<file path="config.mk">
export PLATFORM = sky130hd
export DESIGN_NAME = serial_shift_unit
export DESIGN_NICKNAME = d
export VERILOG_FILES = /design/src/rtl/serial_shift_unit.sv
export SDC_FILE = /design/constraint.sdc
export NUM_CORES = 1
export LEC_CHECK = 0
export BUFFER_PORTS_ARGS = -buffer_cell sky130_fd_sc_hd__buf_2
export CORE_MARGIN = 3
export CORE_UTILIZATION = 49
export DETAILED_ROUTE_END_ITERATION = 16
export PLACE_DENSITY = 0.79
export SKIP_LAST_GASP = 1
export SYNTH_ARGS = -nofsm -noshare
export SYNTH_HDL_FRONTEND = slang
export SYNTH_SLANG_ARGS = --single-unit
</file>
<file path="constraint.sdc">
create_clock -name clk -period 2.4 [get_ports clk]
set_clock_uncertainty 0.05 [all_clocks]
set_input_delay 0.12 -clock clk [delete_from_list [all_inputs] [get_ports clk]]
set_output_delay 0.12 -clock clk [all_outputs]
set_load 0.05 [all_outputs]
</file>
<file path="src/rtl/serial_shift_unit.sv">
module serial_shift_unit #(
  parameter int GAP_W    = 12,
  parameter int SLOW_DIV = 32,
  parameter int MID_DIV  = 16,
  parameter int FAST_DIV = 8
)(
  input  logic       clk,
  input  logic       rst_n,
  input  logic       cfg_we,
  input  logic [7:0] cfg_wdata,
  output logic [7:0] cfg_rdata,
  input  logic       dat_we,
  input  logic [7:0] dat_wdata,
  output logic [7:0] dat_rdata,
  input  logic       ien_we,
  input  logic       ien_wdata,
  output logic       ien_q,
  input  logic       flag_clr,
  output logic       flag_q,
  output logic       irq,
  input  logic       sck_in,
  output logic       sck_out,
  output logic       sck_oe,
  input  logic       sdi,
  output logic       sdo,
  output logic       sdo_oe
);
  localparam int NB    = 8;
  localparam int EDGES = 2 * NB;
  localparam int EW    = $clog2(EDGES);
  localparam int DW    = $clog2(SLOW_DIV);

  logic [7:0]       mode_q, buf_q, txs_q, rxs_q;
  logic [DW-1:0]    div_q, div_last;
  logic [EW-1:0]    ecnt_q;
  logic [GAP_W-1:0] since_q, gap_q;
  logic [2:0]       sck_sy;
  logic [1:0]       sdi_sy;
  logic             sck_lvl, tail_q;

  wire en   = mode_q[7];
  wire busy = mode_q[6];
  wire lsbf = mode_q[3];
  wire ext  = mode_q[2];
  wire cpol = mode_q[1];
  wire cpha = mode_q[0];

  wire start = cfg_we && !busy && cfg_wdata[7] && cfg_wdata[6];

  assign div_last = (mode_q[5:4] == 2'b00) ? '0 :
                    (mode_q[5:4] == 2'b01) ? DW'(SLOW_DIV - 1) :
                    (mode_q[5:4] == 2'b10) ? DW'(MID_DIV - 1) :
                                             DW'(FAST_DIV - 1);

  wire tick_m    = busy && !tail_q && !ext && (div_q == div_last);
  wire edge_s    = busy && !tail_q && ext && (sck_sy[2] ^ sck_sy[1]);
  wire ev        = tick_m || edge_s;
  wire leading   = !ecnt_q[0];
  wire last_edge = (ecnt_q == EW'(EDGES - 1));
  wire sample_ev = ev && (leading != cpha);
  wire shift_tx  = ev && (leading == cpha) && (ecnt_q != '0) && !last_edge;
  wire samp_bit  = ext ? sdi_sy[1] : sdi;
  wire done      = tail_q && (since_q == gap_q);

  always_ff @(posedge clk or negedge rst_n) begin
    if (!rst_n) begin
      mode_q <= '0;
    end else if (cfg_we && !busy) begin
      mode_q <= {cfg_wdata[7], cfg_wdata[7] & cfg_wdata[6], cfg_wdata[5:0]};
    end else if (done) begin
      mode_q[6] <= 1'b0;
    end
  end

  always_ff @(posedge clk or negedge rst_n) begin
    if (!rst_n) begin
      buf_q  <= '0;
      ien_q  <= 1'b0;
      flag_q <= 1'b0;
    end else begin
      if (done) buf_q <= rxs_q;
      else if (dat_we && !busy) buf_q <= dat_wdata;
      if (ien_we) ien_q <= ien_wdata;
      if (done) flag_q <= 1'b1;
      else if (flag_clr) flag_q <= 1'b0;
    end
  end

  always_ff @(posedge clk or negedge rst_n) begin
    if (!rst_n) begin
      div_q <= '0;
    end else if (start || !busy || div_q == div_last) begin
      div_q <= '0;
    end else begin
      div_q <= div_q + 1'b1;
    end
  end

  always_ff @(posedge clk or negedge rst_n) begin
    if (!rst_n) begin
      sck_sy <= '0;
      sdi_sy <= '0;
    end else begin
      sck_sy <= {sck_sy[1:0], sck_in};
      sdi_sy <= {sdi_sy[0], sdi};
    end
  end

  always_ff @(posedge clk or negedge rst_n) begin
    if (!rst_n) begin
      txs_q   <= '0;
      rxs_q   <= '0;
      ecnt_q  <= '0;
      sck_lvl <= 1'b0;
    end else begin
      if (start) txs_q <= buf_q;
      else if (shift_tx) txs_q <= lsbf ? {1'b0, txs_q[7:1]} : {txs_q[6:0], 1'b0};
      if (sample_ev) rxs_q <= lsbf ? {samp_bit, rxs_q[7:1]} : {rxs_q[6:0], samp_bit};
      if (start) ecnt_q <= '0;
      else if (ev) ecnt_q <= ecnt_q + 1'b1;
      if (start) sck_lvl <= cfg_wdata[1];
      else if (tick_m) sck_lvl <= !sck_lvl;
    end
  end

  always_ff @(posedge clk or negedge rst_n) begin
    if (!rst_n) begin
      since_q <= '0;
      gap_q   <= '0;
      tail_q  <= 1'b0;
    end else begin
      if (start || ev) since_q <= '0;
      else if (since_q != '1) since_q <= since_q + 1'b1;
      if (ev && last_edge) gap_q <= since_q;
      if (start || done) tail_q <= 1'b0;
      else if (ev && last_edge) tail_q <= 1'b1;
    end
  end

  assign cfg_rdata = mode_q;
  assign dat_rdata = buf_q;
  assign irq       = flag_q & ien_q;
  assign sck_oe    = en && !ext;
  assign sdo_oe    = en;
  assign sck_out   = sck_oe && (busy ? sck_lvl : cpol);
  assign sdo       = en && (lsbf ? txs_q[0] : txs_q[7]);
endmodule

</file>
## Yosys cells after proc, flatten, opt, wreduce, memory -nomap -nowiden

Index checks and enable logic that the tools add are counted.
W data, S select, Z words.

| storage, ports and cells | value |
|---|---|
| register bits | 74 |
| input bits | 25 |
| output and inout port bits | 23 |
| logic and storage cells | 93 |

| cells by class | value |
|---|---|
| $add $sub $neg | 3 |
| equal/unequal tests | 8 |
| multiplexer cells | 25 |
| bitwise logic cells | 3 |
| reductions and logical operators | 39 |

Operators with widths:

| operator | count |
|---|---|
| $mux W8 | 6 |
| $mux W12 | 2 |
| $logic_and A1 B1 Y1 | 18 |
| $reduce_bool A2 Y1 | 8 |
| $mux W5 | 3 |
| $add A12 B1 Y12 const B | 1 |
| $eq A12 B12 Y1 | 1 |
| $mux W4 | 3 |
| $ne A12 B12 Y1 const B | 1 |
| $mux W1 | 11 |
| $logic_not A1 Y1 | 6 |
| $add A5 B1 Y5 const B | 1 |
| $eq A5 B5 Y1 | 1 |
| $logic_or A1 B1 Y1 | 5 |
| $add A4 B1 Y4 const B | 1 |
| $eq A4 B4 Y1 const B | 1 |
| $reduce_bool A4 Y1 | 1 |
| $and A1 B1 Y1 | 2 |
| $eq A2 B1 Y1 const B | 1 |
| $eq A2 B2 Y1 const B | 1 |
| $logic_not A2 Y1 | 1 |
| $eq A1 B1 Y1 | 1 |
| $ne A1 B1 Y1 | 1 |
| $xor A1 B1 Y1 | 1 |

## Depth between registers and ports, before layout

| depth | value |
|---|---|
| depth after elaboration | 12 |
| mapped depth | 7 |

## Worst setup path before layout

No wires, ideal clock.

| path | value |
|---|---|
| path kind | register to register |
| from | register mode_q[4] (netlist: cfg_rdata[4]) |
| to | register gap_q[10] |
| data arrival time | 2317 ps |
| path slack | -92 ps |
| cell stages (with the launch flop) | 8 |
| buffers on the path | 1 |
| cell sequence | dfrtp_1 > inv_1 > ha_1 > xnor2_1 > o2111ai_2 > a21boi_2 > buf_6 > mux2_2 |

| on the way | value |
|---|---|
| word-level cells in the longest chain between the ends | 8 |

Ends and longest elaborated chain:

| what | RTL line | RTL |
|---|---|---|
| from (decl) | 33 | `logic [7:0] mode_q, buf_q, txs_q, rxs_q;` |
| from (signal assigned) | 69 | `mode_q <= {cfg_wdata[7], cfg_wdata[7] & cfg_wdata[6], cfg_wdata[5:0]};` |
| $eq A2 B2 Y1 | 52 | `(mode_q[5:4] == 2'b10) ? DW'(MID_DIV - 1) :` |
| $mux W4 | 52 |  |
| $mux W5 | 51 | `(mode_q[5:4] == 2'b01) ? DW'(SLOW_DIV - 1) :` |
| $mux W5 (*) | 50 | `assign div_last = (mode_q[5:4] == 2'b00) ? '0 :` |
| $eq A5 B5 Y1 (*) | 55 | `wire tick_m = busy && !tail_q && !ext && (div_q == div_last);` |
| $logic_and A1 B1 Y1 (*) | 55 |  |
| $logic_or A1 B1 Y1 (*) | 57 | `wire ev = tick_m \|\| edge_s;` |
| $logic_and A1 B1 Y1 (*) | 134 | `if (ev && last_edge) gap_q <= since_q;` |
| to (signal assigned) | 134 |  |
| to (decl) | 36 | `logic [GAP_W-1:0] since_q, gap_q;` |

Mark *: on every way between the ends. The rest lies on a longest branch, timed or not.
A chain may end at the register's enable or synchronous reset.

## Final worst setup path

| path | value |
|---|---|
| from | register mode_q[5] (netlist: cfg_rdata[5]) |
| to | register gap_q[0] |

The elaborated chain is that of the path after synthesis.

==> impl_metrics.ini <==
[finish]
nets = 445
layout.cells.non_filler = 521
fillCellCount = 625
layout_commonest_cell = dfrtp_1
fin_util = 0.597
antennaDiodeCount = 0
drive_above_1_share = 0.310
area_growth_syn_to_layout_pct = 17.2
mostFrequentLayoutCells = 72 x dfrtp_1, 47 x buf_2, 40 x mux2_2

[drt]
antenna_left = 0
drc = 0
drt-total-wl_microns = 8390
viasPerCell = 5.67
drt-initial-drc-count = 92
first_pass_iters = 4
vias = 2953
wl_per_cell_microns = 16.1

[global_route]
grt_pass1_wl_microns = 13700
first_global_vias = 2876
antenna_found_initial = 0
grt_overflow = 0
grtUsageMet2 = 0.321
grtUsageMet1 = 0.241
grt_max_degree = 30
top_usage_layer = met2
met3_usage = 0.0539
grt_usage = 0.193

[critical_path]
critical_path_buf_inv_count = 2
start_kind = flip-flop
cp-end-kind = flip-flop
required_ps = 2570
worstSetupPathType = reg2reg
r2r_slack_ps = 130
cpLargestDelayFamily = compound AO/OA/AOI/OAI gates
cpPeakStageDelay_ps = 400
path_cells = inv_1, ha_1, xnor2_1, o2111ai_2, a21boi_2, buf_12, mux2_2
arrival_ps = 2450
crit_slowest_cell = dfrtp_2
r2r_cells = 7
r2r_start = cfg_rdata[5]$_DFFE_PN0P_
cp_max_fo = 13
r2r-end = gap_q[0]$_DFFE_PN0P_

[hold_path]
worstHoldPathType = in2reg
hold_path.startpoint = dat_wdata[4]
hold_end = dat_rdata[4]$_DFFE_PN0P_
min_path_cells = 3

[sta]
final-setup-viol-count = 0
fin_tns_setup_ps = 0
period_share = 0.947
maxSlewViolCount = 0
worst_slew_pin_slew_ps = 874
fin_crit_ps = 2270
timing.fmax_mhz = 440
hold_viol_final = 0
relSlewSlack = 0.417
rsz0062_at_grt = no
holdWs_ps = 83.7
worst_slack_ps = 128

[clock_tree]
cts_htree_levels = 3
clkSlewWorstSetupHoldPaths_ps = 80
clk_latency_ps = 340
cts_tree = yes
max-clock-path-buffers = 2
cts_root_buf = clkbuf_8
cts_made_buffers = 9
cts.sinks = 74
cts_resized = 0

[synth]
post_synth_instance_area_sq_um = 3980
syn_nets = 386
yosys_warnings = 0
synth_edf_count = 0
synth_cell_types = 52
syn_area_per_cell_sq_um = 11.2
synth_cells = 355
async_flop_share = 1.00
ys_seq_area_frac = 0.466
ys_ff_latch = 74
yosys_most_used_dff = dfrtp_1

[power]
powerDensity_nw_per_um2 = 1140
irDropWorstVdd_uv = 497
leakagePower_nw = 2.12

[floorplanning]
die_w_microns = 96.1
dieArea_sq_um = 9230
core_sq_um = 7810
io_pins = 48
start_util = 0.509
chipHeight_microns = 96.1
row_count = 32

[place]
place_inst = 492
port_buffers = 47
dp_slack_ps = 189
hpwl_microns = 5770
place_congestion = 0.816

[run_status]
status = finished clean

[flow_run]
cap_violations = 0
[tightest hold or removal path: cells and delay by family]
family,cells,cell delay (ps)
muxes,2,250
buffers and inverters,1,70
[cells in the mapped netlist, drive strengths merged, types with 2 or more instances]
| cell type | number | share of area |
|---|---|---|
| a211oi | 3 | 0.0069 |
| a21boi | 2 | 0.0076 |
| a21oi | 8 | 0.010 |
| a2bb2oi | 8 | 0.018 |
| and2 | 10 | 0.016 |
| and3 | 7 | 0.011 |
| and4b | 2 | 0.0050 |
| buf | 9 | 0.018 |
| clkbuf | 14 | 0.013 |
| dfrtp | 74 | 0.47 |
| ha | 6 | 0.019 |
| inv | 7 | 0.0066 |
| mux2 | 48 | 0.14 |
| mux2i | 10 | 0.025 |
| nand2 | 19 | 0.018 |
| nand3 | 14 | 0.018 |
| nand4 | 5 | 0.0079 |
| nor2 | 23 | 0.022 |
| nor2b | 5 | 0.0079 |
| nor3 | 4 | 0.0050 |
| nor3b | 2 | 0.0050 |
| o211ai | 2 | 0.0038 |
| o21ai | 12 | 0.015 |
| o221ai | 8 | 0.018 |
| o311ai | 6 | 0.013 |
| or3 | 6 | 0.0094 |
| xnor2 | 19 | 0.042 |
| xor2 | 5 | 0.011 |
[stage by stage]
stage          total power [W]  cell area [sq um]
3_5_place_dp           0.00434               4330
3_3_place_gp           0.00426               4330
6_report               0.00533               4660
4_1_cts                0.00536               4660
5_1_grt                0.00566               4660
2_1_floorplan          0.00378               3980
[metal layers]
metal	vias to the layer above	share of wire
li1	1400	-
met1	1475	0.44
met2	68	0.50
met3	10	0.041
met4	0	0.015
met5	-	0
[flip-flops by register name, summed over array words and instances (netlist names), 3 cells and up]
register   count
since_q       12
cfg_rdata      8
div_q          5
sck_sy         3
dat_rdata      8
ecnt_q         4
txs_q          8
rxs_q          8
gap_q         12
[power by group]
group | internal, W | switching, W | leakage [nW]
clock | 0.000536 | 0.000458 | 0.0986
sequential | 0.00157 | 0.000456 | 0.925
combinational | 0.000986 | 0.00132 | 1.09
total | 0.00309 | 0.00223 | 2.12
[layout make-up]
| class | instances | area [sq um] | area share |
|---|---|---|---|
| Multi-Input combinational cell | 251 | 1970 | 0.424 |
| Sequential cell | 74 | 1850 | 0.398 |
| Timing Repair Buffer | 71 | 473 | 0.101 |
| Clock buffer | 12 | 155 | 0.0333 |
| Tap cell | 102 | 128 | 0.0274 |
| Clock inverter | 4 | 50.0 | 0.0107 |
| Inverter | 7 | 26.3 | 0.00564 |
[how the worst max path moves through the flow]
stage / start / endpoint / cells past startpoint
6_report: cfg_rdata[5]$_DFFE_PN0P_ / gap_q[0]$_DFFE_PN0P_ / 7
3_5_place_dp: cfg_rdata[5]$_DFFE_PN0P_ / gap_q[0]$_DFFE_PN0P_ / 7
3_3_place_gp: cfg_rdata[5]$_DFFE_PN0P_ / gap_q[0]$_DFFE_PN0P_ / 7
4_1_cts: cfg_rdata[5]$_DFFE_PN0P_ / gap_q[0]$_DFFE_PN0P_ / 7
2_1_floorplan: cfg_rdata[4]$_DFFE_PN0P_ / gap_q[10]$_DFFE_PN0P_ / 7
5_1_grt: cfg_rdata[5]$_DFFE_PN0P_ / rxs_q[1]$_DFFE_PN0P_ / 6
[logic make-up (layout without fill, tap and decap cells)]
group                    Yosys count  count (layout)  share of synthesized area
AND/OR/NAND/NOR                  105             105                      0.144
flip-flops                        74              74                      0.466
AO/OA/AOI/OAI                     58              58                      0.113
multiplexers                      58              58                      0.168
buffers and inverters             30              94                     0.0378
XOR/XNOR                          24              24                     0.0529
adder cells (fa/ha/maj)            6               6                     0.0189
[repair_timing]
| action | CTS | global route |
|---|---|---|
| hold buffers | 13 | 0 |
| endpoints found under the hold margin | 39 | 0 |
| setup buffers | 0 | 0 |
No activity file was read; power rests on OpenSTA's default activity.
